`config.mk`:
```
export PLATFORM = sky130hd
export DESIGN_NAME = tbase_former
export DESIGN_NICKNAME = d
export VERILOG_FILES = /design/src/rtl/tbaf_pkg.sv /design/src/rtl/tbaf_ctrl.sv /design/src/rtl/tbaf_datapath.sv /design/src/rtl/tbase_former.sv
export SDC_FILE = /design/constraint.sdc
export NUM_CORES = 1
export LEC_CHECK = 0
export ABC_AREA = 1
export CAP_MARGIN = 15
export CORE_MARGIN = 4
export CORE_UTILIZATION = 43
export CTS_CLUSTER_DIAMETER = 80
export DETAILED_ROUTE_END_ITERATION = 10
export HOLD_SLACK_MARGIN = 0.12
export PLACE_DENSITY = 0.86
export SLEW_MARGIN = 20
export SYNTH_ARGS = -nofsm -noshare
export SYNTH_HDL_FRONTEND = slang
export SYNTH_SLANG_ARGS = --single-unit
```
`constraint.sdc`:
```
create_clock -name clk -period 0.9 [get_ports clk]
set_input_delay 0.225 -clock clk [delete_from_list [all_inputs] [get_ports clk]]
set_output_delay 0.225 -clock clk [all_outputs]
set_load 0.005 [all_outputs]
```
`src/rtl/tbaf_pkg.sv`:
```
package tbaf_pkg;

  typedef enum logic [1:0] {
    GRAN_4K   = 2'd0,
    GRAN_16K  = 2'd1,
    GRAN_64K  = 2'd2,
    GRAN_RSVD = 2'd3
  } granule_e;

  localparam logic [2:0] SIZE_WIDE = 3'b110;
  localparam int unsigned ALIGN_MIN = 6;
  localparam int unsigned ALIGN_MAX = 47;

  // strobes from control to datapath
  typedef struct packed {
    logic       wideMode;
    logic       illegalCfg;
    logic       sizeFault;
    logic       asidWide;
    logic       cnpEnable;
    logic [5:0] alignEff;
  } ctrlStrobe_t;

  function automatic logic [5:0] clampAlign(input logic [5:0] raw);
    if (raw < 6'(ALIGN_MIN))      return 6'(ALIGN_MIN);
    else if (raw > 6'(ALIGN_MAX)) return 6'(ALIGN_MAX);
    else                          return raw;
  endfunction

endpackage

```
`src/rtl/tbaf_ctrl.sv`:
```
module tbaf_ctrl
  import tbaf_pkg::*;
(
  input  logic [2:0]  sizeCtl,
  input  logic [1:0]  granule,
  input  logic        featLpa,
  input  logic        featLpa2,
  input  logic        featCnp,
  input  logic        asidWide,
  input  logic        paRange52,
  input  logic [5:0]  alignIdx,
  input  logic [3:0]  hiField,
  output ctrlStrobe_t strobes
);

  granule_e granKind;
  logic     wideReq;
  logic     wideLegal;

  always_comb begin
    granKind  = granule_e'(granule);
    wideReq   = (sizeCtl == SIZE_WIDE);
    wideLegal = 1'b0;
    unique case (granKind)
      GRAN_64K:           wideLegal = featLpa;
      GRAN_4K, GRAN_16K:  wideLegal = featLpa2;
      default:            wideLegal = 1'b0;
    endcase
  end

  always_comb begin
    strobes.wideMode   = wideReq && wideLegal;
    strobes.illegalCfg = wideReq && !wideLegal;
    strobes.sizeFault  = wideReq && !paRange52 && (hiField != 4'd0);
    strobes.asidWide   = asidWide;
    strobes.cnpEnable  = featCnp;
    strobes.alignEff   = clampAlign(alignIdx);
  end

endmodule

```
`src/rtl/tbaf_datapath.sv`:
```
module tbaf_datapath
  import tbaf_pkg::*;
#(
  parameter int unsigned PA_BITS     = 52,
  parameter int unsigned ASID_BITS   = 16,
  parameter int unsigned ASID_NARROW = 8
) (
  input  logic [63:0]          baseReg,
  input  ctrlStrobe_t          strobes,
  output logic [PA_BITS-1:0]   tableBase,
  output logic [ASID_BITS-1:0] asidOut,
  output logic                 commonFlag,
  output logic                 misalignWarn
);

  localparam int unsigned FIELD_TOP = 47;
  localparam int unsigned HI_W      = PA_BITS - FIELD_TOP - 1;
  localparam int unsigned HI_LO     = 2;
  localparam int unsigned ASID_LO   = 48;
  localparam int unsigned PAD_W     = ASID_BITS - ASID_NARROW;

  logic [FIELD_TOP:0] lowPart;
  logic [FIELD_TOP:0] resvHit;

  for (genvar i = 0; i <= FIELD_TOP; i++) begin : g_bit
    logic belowAlign;
    assign belowAlign = (6'(i) < strobes.alignEff);
    assign lowPart[i] = baseReg[i] & ~belowAlign;
    if (i == 0) begin : g_flag
      assign resvHit[i] = 1'b0;
    end else if (i >= HI_LO && i < HI_LO + HI_W) begin : g_hi
      // carries upper address bits in wide mode
      assign resvHit[i] = baseReg[i] & belowAlign & ~strobes.wideMode;
    end else begin : g_plain
      assign resvHit[i] = baseReg[i] & belowAlign;
    end
  end

  always_comb begin
    tableBase = {(strobes.wideMode ? baseReg[HI_LO+HI_W-1:HI_LO] : HI_W'(0)), lowPart};
    if (strobes.asidWide)
      asidOut = baseReg[ASID_LO+ASID_BITS-1:ASID_LO];
    else
      asidOut = {PAD_W'(0), baseReg[ASID_LO+ASID_NARROW-1:ASID_LO]};
    commonFlag   = strobes.cnpEnable & baseReg[0];
    misalignWarn = |resvHit;
  end

endmodule

```
`src/rtl/tbase_former.sv`:
```
module tbase_former
  import tbaf_pkg::*;
#(
  parameter int unsigned PA_BITS   = 52,
  parameter int unsigned ASID_BITS = 16,
  parameter bit          REG_OUT   = 1'b1
) (
  input  logic                 clk,
  input  logic                 rstN,
  input  logic [63:0]          baseReg,
  input  logic [2:0]           sizeCtl,
  input  logic [1:0]           granule,
  input  logic                 featLpa,
  input  logic                 featLpa2,
  input  logic                 featCnp,
  input  logic                 asidWide,
  input  logic                 paRange52,
  input  logic [5:0]           alignIdx,
  output logic [PA_BITS-1:0]   tableBase,
  output logic [ASID_BITS-1:0] asidOut,
  output logic                 commonFlag,
  output logic                 sizeFault,
  output logic                 misalignWarn,
  output logic                 illegalCfg
);

  ctrlStrobe_t            strobes;
  logic [PA_BITS-1:0]     baseNext;
  logic [ASID_BITS-1:0]   asidNext;
  logic                   cnpNext;
  logic                   warnNext;

  tbaf_ctrl u_ctrl (
    .sizeCtl   (sizeCtl),
    .granule   (granule),
    .featLpa   (featLpa),
    .featLpa2  (featLpa2),
    .featCnp   (featCnp),
    .asidWide  (asidWide),
    .paRange52 (paRange52),
    .alignIdx  (alignIdx),
    .hiField   (baseReg[5:2]),
    .strobes   (strobes)
  );

  tbaf_datapath #(
    .PA_BITS   (PA_BITS),
    .ASID_BITS (ASID_BITS)
  ) u_dp (
    .baseReg      (baseReg),
    .strobes      (strobes),
    .tableBase    (baseNext),
    .asidOut      (asidNext),
    .commonFlag   (cnpNext),
    .misalignWarn (warnNext)
  );

  if (REG_OUT) begin : g_reg
    always_ff @(posedge clk or negedge rstN) begin
      if (!rstN) begin
        tableBase    <= '0;
        asidOut      <= '0;
        commonFlag   <= 1'b0;
        sizeFault    <= 1'b0;
        misalignWarn <= 1'b0;
        illegalCfg   <= 1'b0;
      end else begin
        tableBase    <= baseNext;
        asidOut      <= asidNext;
        commonFlag   <= cnpNext;
        sizeFault    <= strobes.sizeFault;
        misalignWarn <= warnNext;
        illegalCfg   <= strobes.illegalCfg;
      end
    end
  end else begin : g_comb
    assign tableBase    = baseNext;
    assign asidOut      = asidNext;
    assign commonFlag   = cnpNext;
    assign sizeFault    = strobes.sizeFault;
    assign misalignWarn = warnNext;
    assign illegalCfg   = strobes.illegalCfg;
  end

endmodule

```
==> run_results.csv, run 1 <==
group,metric,value,unit
worst_setup_path,cpPeakStageDelay,0.23,ns
worst_setup_path,crit_top_cell,"nand2_1",
worst_setup_path,cp_max_fo,5,
place,dp_hpwl,7740,µm
synth,ys_warn_count,0,
synth,netlist_instances,340,
die,core,6830,µm²
synth,synth_area_per_cell,8.93,µm²
worst_setup_path,critPathArrivalTime,1.63,ns
outcome,run_status,"finished, violations left",
routing,firstDrtPassIters,4,
global_routing,gr-usage-all-layers,0.268,
routing,wirelength,12200,µm
die,die_h,92.0,µm
timing,rsz0062_at_grt,"true",
die,fp.dieArea,8470,µm²
place,port_buffers,153,
worst_setup_path,startpoint,"alignIdx[5]",
flow_run,maxCapViolCount,0,
timing,final.setup.worst_slack,-0.500,ns
timing,setup_viol,89,
worst_setup_path,crit_type,"primary input to flop",
die,fp-row-count,30,
global_routing,grt_pass1_wl,17600,µm
synth,ys_seq_area_frac,0.594,
place,dpl_worst_slack,-1.28,ns
worst_setup_path,worstPathRequired,1.13,ns
timing,whs,0.240,ns
clock_network,cts_sinks,72,
worst_setup_path,worstPathCellList,"buf_12, nor2_4, nand3_4, nand3_4, nand2_1, nand3_1, nand2_1, nor2_1, nand2_1, nor2_2, nand3_2",
power_and_ir_drop,p_leak,2.88,nW
clock_network,cts_tree,"built",
die,die_w,92.0,µm
die,ios,154,
global_routing,antenna_found_initial,1,
routing,ant_nets,0,
die,start_util,0.444,
synth,yosysTopAreaCellShare,0.594,
clock_network,htree_levels,3,
routing,route.met2.wl,6220,µm
cells_and_area,finish.utilization,0.788,
synth,synth_cell_type_count,26,
global_routing,grt-ovfl-total,0,
synth,synth_seq_cells,72,
place,place_congestion,0.863,
worst_setup_path,critPathLaunchType,"primary input",
worst_setup_path,cp-end-kind,"flop",
clock_network,clk_path_buf_depth,2,
global_routing,grt_pass1_vias,3491,
timing,post-route-min-period,1.40,ns
routing,vias,3389,
synth,syn-cell-area,3040,µm²
global_routing,grt_max_degree,45,
cells_and_area,area_growth,77.4,%
synth,synth_compound_area_frac,0.0812,
synth,ys_top_cells_by_area,"dfrtp_1, nand2_1, a21boi_0, inv_1, nand3_1",
power_and_ir_drop,total_power,7.31,mW
routing,wl_met1,4210,µm
timing,drv_slew,0,
hold_path,min_from,"alignIdx[1]",
hold_path,hold_class,"primary input to flop",
clock_network,path_clk_slew,0.08,ns
routing,drtIter0Drc,197,
clock_network,numCtsBuffers,9,
clock_network,cts-root-buf,"clkbuf_8",
cells_and_area,drive_gt1_frac,0.381,
synth,synth_top_family_by_area,"simple AND/OR/NAND/NOR gates",
worst_setup_path,cp_slowest_cell,"nor2_4",
synth,yosys.area.top_type,"dfrtp_1",
synth,synth_simple_gate_area_share,0.249,
routing,viasPerCell,5.03,
timing,max_freq,714,MHz
cells_and_area,layout_common_cells,"nand2_1, dfrtp_1, buf_2",
synth,synth_xor_area_frac,0,
cells_and_area,final_common_cell,"nand2_1",
routing,drc,0,
routing,dr_wl_met3,1170,µm
synth,synth_fa_ha_area_frac,0,
power_and_ir_drop,p_per_area,1360,nW/µm²
routing,wl_per_cell,18.1,µm
timing,finalHoldViolations,0,
routing,top_layer_used,"met4",
timing,period_share,1.56,
synth,synth_mux_area_frac,0,
cells_and_area,nNetsFinal,655,
outcome,violations,"negative setup slack",
power_and_ir_drop,ir_drop,0.000957,V
per-layer routing:
metal,vias up,track usage
li1,1525,-
met1,1615,0.268
met4,0,0.126
met3,54,0.0870
met5,-,0
met2,195,0.499
registers in the layout, summed over array words and instances (netlist names):
signal and cells:
commonFlag 1, misalignWarn 1, illegalCfg 1, asidOut 16, sizeFault 1, tableBase 52
kinds of logic after synthesis:
kind of cell	count (synthesis)
AOI/OAI and AO/OA	34
buffers and inverters	57
DFF	72
other	1
and+or+nand+nor	176
metrics by stage:
stage	cell area (µm²)	cells	setup TNS [ns]
CTS	5180	665	-12.67
detailed placement	5090	636	-47.05
finish	5380	674	-13.23
floorplan	3100	345	-4.36
global route	5380	674	-16.25
global placement	5090	636	-44.53
synth_stat cells:
cell / count
inv_1: 49
nand2_1: 91
a21boi_0: 25
nand3_2: 1
a31o_2: 1
dfrtp_1: 72
nor3_1: 3
conb_1: 1
nor4_1: 1
buf_4: 1
a21oi_1: 3
buf_6: 1
nor2_1: 37
clkbuf_1: 2
nor2_4: 2
a22oi_1: 1
o21ai_0: 2
inv_2: 3
a31oi_2: 1
buf_2: 1
nand3_1: 31
nand2_2: 2
nand4_1: 6
nand2_4: 1
o21ai_1: 1
nor2_2: 1
path summary, 6_finish.rpt:
check,to,slack (ns),depth (start not counted)
max,misalignWarn$_DFF_PN0_,-0.50,11
min,tableBase[6]$_DFF_PN0_,0.24,4
max in group asynchronous,tableBase[16]$_DFF_PN0_,0.27,3
min in group asynchronous,tableBase[36]$_DFF_PN0_,0.40,3
report_power, final:
group          internal, mW  switching (mW)
combinational         0.855           0.801
sequential             3.39          0.0414
clock                 0.974            1.25
worst max-delay path, delay by kind of cell:
family / cells / cell delay (ns)
simple gates: 10 / 1.29
buf+inv: 1 / 0.12
area by class of cell:
class | count | area, µm²
flip-flops and latches | 72 | 1800
repair buffers | 221 | 1780
fillers | 432 | 1450
multi-input cells | 217 | 1300
inverters | 52 | 219
clock buffers | 9 | 124
well taps | 96 | 120
clock inverters | 6 | 37.5
diodes | 1 | 2.50
timing repair:
item | 4_1_cts | 5_1_grt
endpoints found under the hold margin | 72 | 0
hold buffers | 1 | 0
gates cloned | 1 | 0
pin swaps | 31 | 28
setup endpoints to repair | 118 | 101
resized for setup | 370 | 57
setup buffers | 13 | 13
No activity file was read; power rests on OpenSTA's default activity.
==> run 2: changes to the inputs <==
PLACE_DENSITY = 0.84   (was 0.86)
==> run 2 against run 1 <==
Net effect:
- the run still ends with negative setup slack left
- design area fell by 1.2%
- non-clock buffer count down 2
- worst setup slack worse by 0.032 ns
- combinational power fell by 6%
- hold slack got worse by 0.045 ns
- clock power rose by 27%
- first-iteration DRC count fell by 26%
- via count down 3.5%
- die area unchanged
- core utilization is 0.92 points lower
- largest cell class unchanged
==> run_results.csv, run 2 (same netlist as run 1, synthesis figures left out) <==
group,metric,value,unit
power_and_ir_drop,p_per_area,1470,nW/µm²
die,die_w,92.0,µm
place,dp_cells,636,
clock_network,cts_tree,"built",
cells_and_area,top_register,"tableBase",
die,ios,154,
routing,firstDrtPassIters,4,
timing,period_share,1.59,
power_and_ir_drop,ir_drop,0.00126,V
place,dpl_worst_slack,-1.21,ns
worst_setup_path,cpPeakStageDelay,0.18,ns
worst_setup_path,critPathLaunchType,"primary input",
die,core,6830,µm²
die,fp-row-count,30,
timing,finalHoldViolations,0,
place,port_buffers,153,
timing,drv_slew,0,
timing,post-route-min-period,1.43,ns
clock_network,cts-root-buf,"clkbuf_8",
timing,setup_viol,82,
routing,wl_per_cell,17.2,µm
cells_and_area,largest_register_ffs,52,
cells_and_area,fin_cells,672,
worst_setup_path,cp_slowest_cell,"nor2_4",
cells_and_area,layout_common_cells,"nand2_1, buf_2, dfrtp_1",
place,dp_hpwl,7430,µm
global_routing,grt_pass1_vias,3357,
global_routing,grt-ovfl-total,0,
worst_setup_path,worstPathRequired,1.12,ns
worst_setup_path,crit_top_cell,"nand2_1",
flow_run,maxCapViolCount,0,
worst_setup_path,startpoint,"alignIdx[4]",
global_routing,gr-usage-all-layers,0.259,
cells_and_area,final_common_cell,"nand2_1",
cells_and_area,area_growth,75.3,%
routing,viasPerCell,4.87,
routing,drtIter0Drc,145,
global_routing,grt_max_degree,47,
cells_and_area,drive_gt1_frac,0.378,
routing,ant_nets,0,
cells_and_area,final_area,5320,µm²
clock_network,htree_levels,3,
timing,whs,0.195,ns
worst_setup_path,crit_type,"primary input to flop",
routing,wirelength,11600,µm
outcome,run_status,"finished, violations left",
clock_network,cts_sinks,72,
hold_path,hold_class,"primary input to flop",
cells_and_area,nNetsFinal,653,
clock_network,numCtsBuffers,9,
hold_path,min_from,"alignIdx[5]",
worst_setup_path,worstPathCellList,"buf_12, buf_4, inv_2, nand2_2, nor2_4, nand2_1, nand3_1, nand2_1, nor2_1, nand2_1, nor2_1, nand3_1",
die,start_util,0.444,
worst_setup_path,cp_max_fo,6,
timing,rsz0062_at_grt,"true",
clock_network,clk_path_buf_depth,2,
die,die_h,92.0,µm
routing,drc,0,
timing,final.setup.worst_slack,-0.531,ns
cells_and_area,diodes,0,
place,dpl_cell_area,5070,µm²
die,fp.dieArea,8470,µm²
worst_setup_path,critPathArrivalTime,1.65,ns
worst_setup_path,cp-end-kind,"flop",
global_routing,antenna_found_initial,0,
global_routing,grt_pass1_wl,16900,µm
timing,max_freq,699,MHz
clock_network,path_clk_slew,0.08,ns
place,place_congestion,0.821,
outcome,violations,"negative setup slack",
power_and_ir_drop,p_leak,2.88,nW
routing,vias,3271,
cells_and_area,reg_top3,"tableBase (52), asidOut (16)",
-- run 2: cell types whose count changed in the layout (fill, tap and decap cells not counted), moves of 3 or more --
cell and change:
a21boi_0 -3, a21boi_1 +5, buf_2 +3, buf_4 +4, buf_6 -8, clkinv_2 -3, inv_2 +4, inv_6 +3
nand2_2 +5, nor2_2 -3
-- run 2: cell type report --
type / instances / area (µm²)
well taps: 96 / 120
clock inverters: 6 / 90.1
fillers: 448 / 1510
flip-flops and latches: 72 / 1800
clock buffers: 10 / 128
multi-input cells: 217 / 1260
repair buffers: 219 / 1720
inverters: 52 / 203
-- run 2: path summary, 6_finish.rpt --
| path | endpoint | slack [ns] | depth (start not counted) |
|---|---|---|---|
| hold / removal | tableBase[31]$_DFF_PN0_ | 0.20 | 3 |
| min in group asynchronous | tableBase[0]$_DFF_PN0_ | 0.41 | 3 |
| max in group asynchronous | tableBase[26]$_DFF_PN0_ | 0.20 | 3 |
| setup / recovery | misalignWarn$_DFF_PN0_ | -0.53 | 12 |
-- run 2: per-stage QoR --
stage	utilization	setup TNS (ns)	power [mW]
final	0.779	-12.58	7.82
after global routing	0.779	-16.31	8.16
after CTS	0.751	-12.80	7.72
after detailed placement	0.742	-48.64	4.97
after global placement	0.742	-45.31	4.93
after floorplan	-	-4.36	3.94
-- run 2: critical path: cells and delay by family --
| kind | cells | cell delay [ns] |
|---|---|---|
| buffers and inverters | 3 | 0.36 |
| AND/OR/NAND/NOR | 9 | 1.06 |
-- run 2: routing by layer --
layer | global-route usage | routed length [µm] | vias to the layer above | share of wire
li1 | - | - | 1523 | -
met1 | 0.293 | 4390 | 1551 | 0.38
met2 | 0.452 | 5920 | 167 | 0.51
met3 | 0.0779 | 892 | 30 | 0.077
met4 | 0.109 | 341 | 0 | 0.030
met5 | 0 | 0 | - | 0
-- run 2: where the power goes --
part / internal, mW / switching, mW
clock network: 1.58 / 1.25
registers: 3.39 / 0.0389
logic: 0.812 / 0.751
-- run 2: what timing repair did --
| item | in CTS | in global routing |
|---|---|---|
| setup buffers | 12 | 8 |
| hold buffers | 1 | 0 |
| gates resized for setup | 361 | 49 |
| pin swaps | 23 | 16 |
| setup endpoints to repair | 118 | 103 |
| endpoints found under the hold margin | 72 | 0 |
| gates cloned | 0 | 1 |
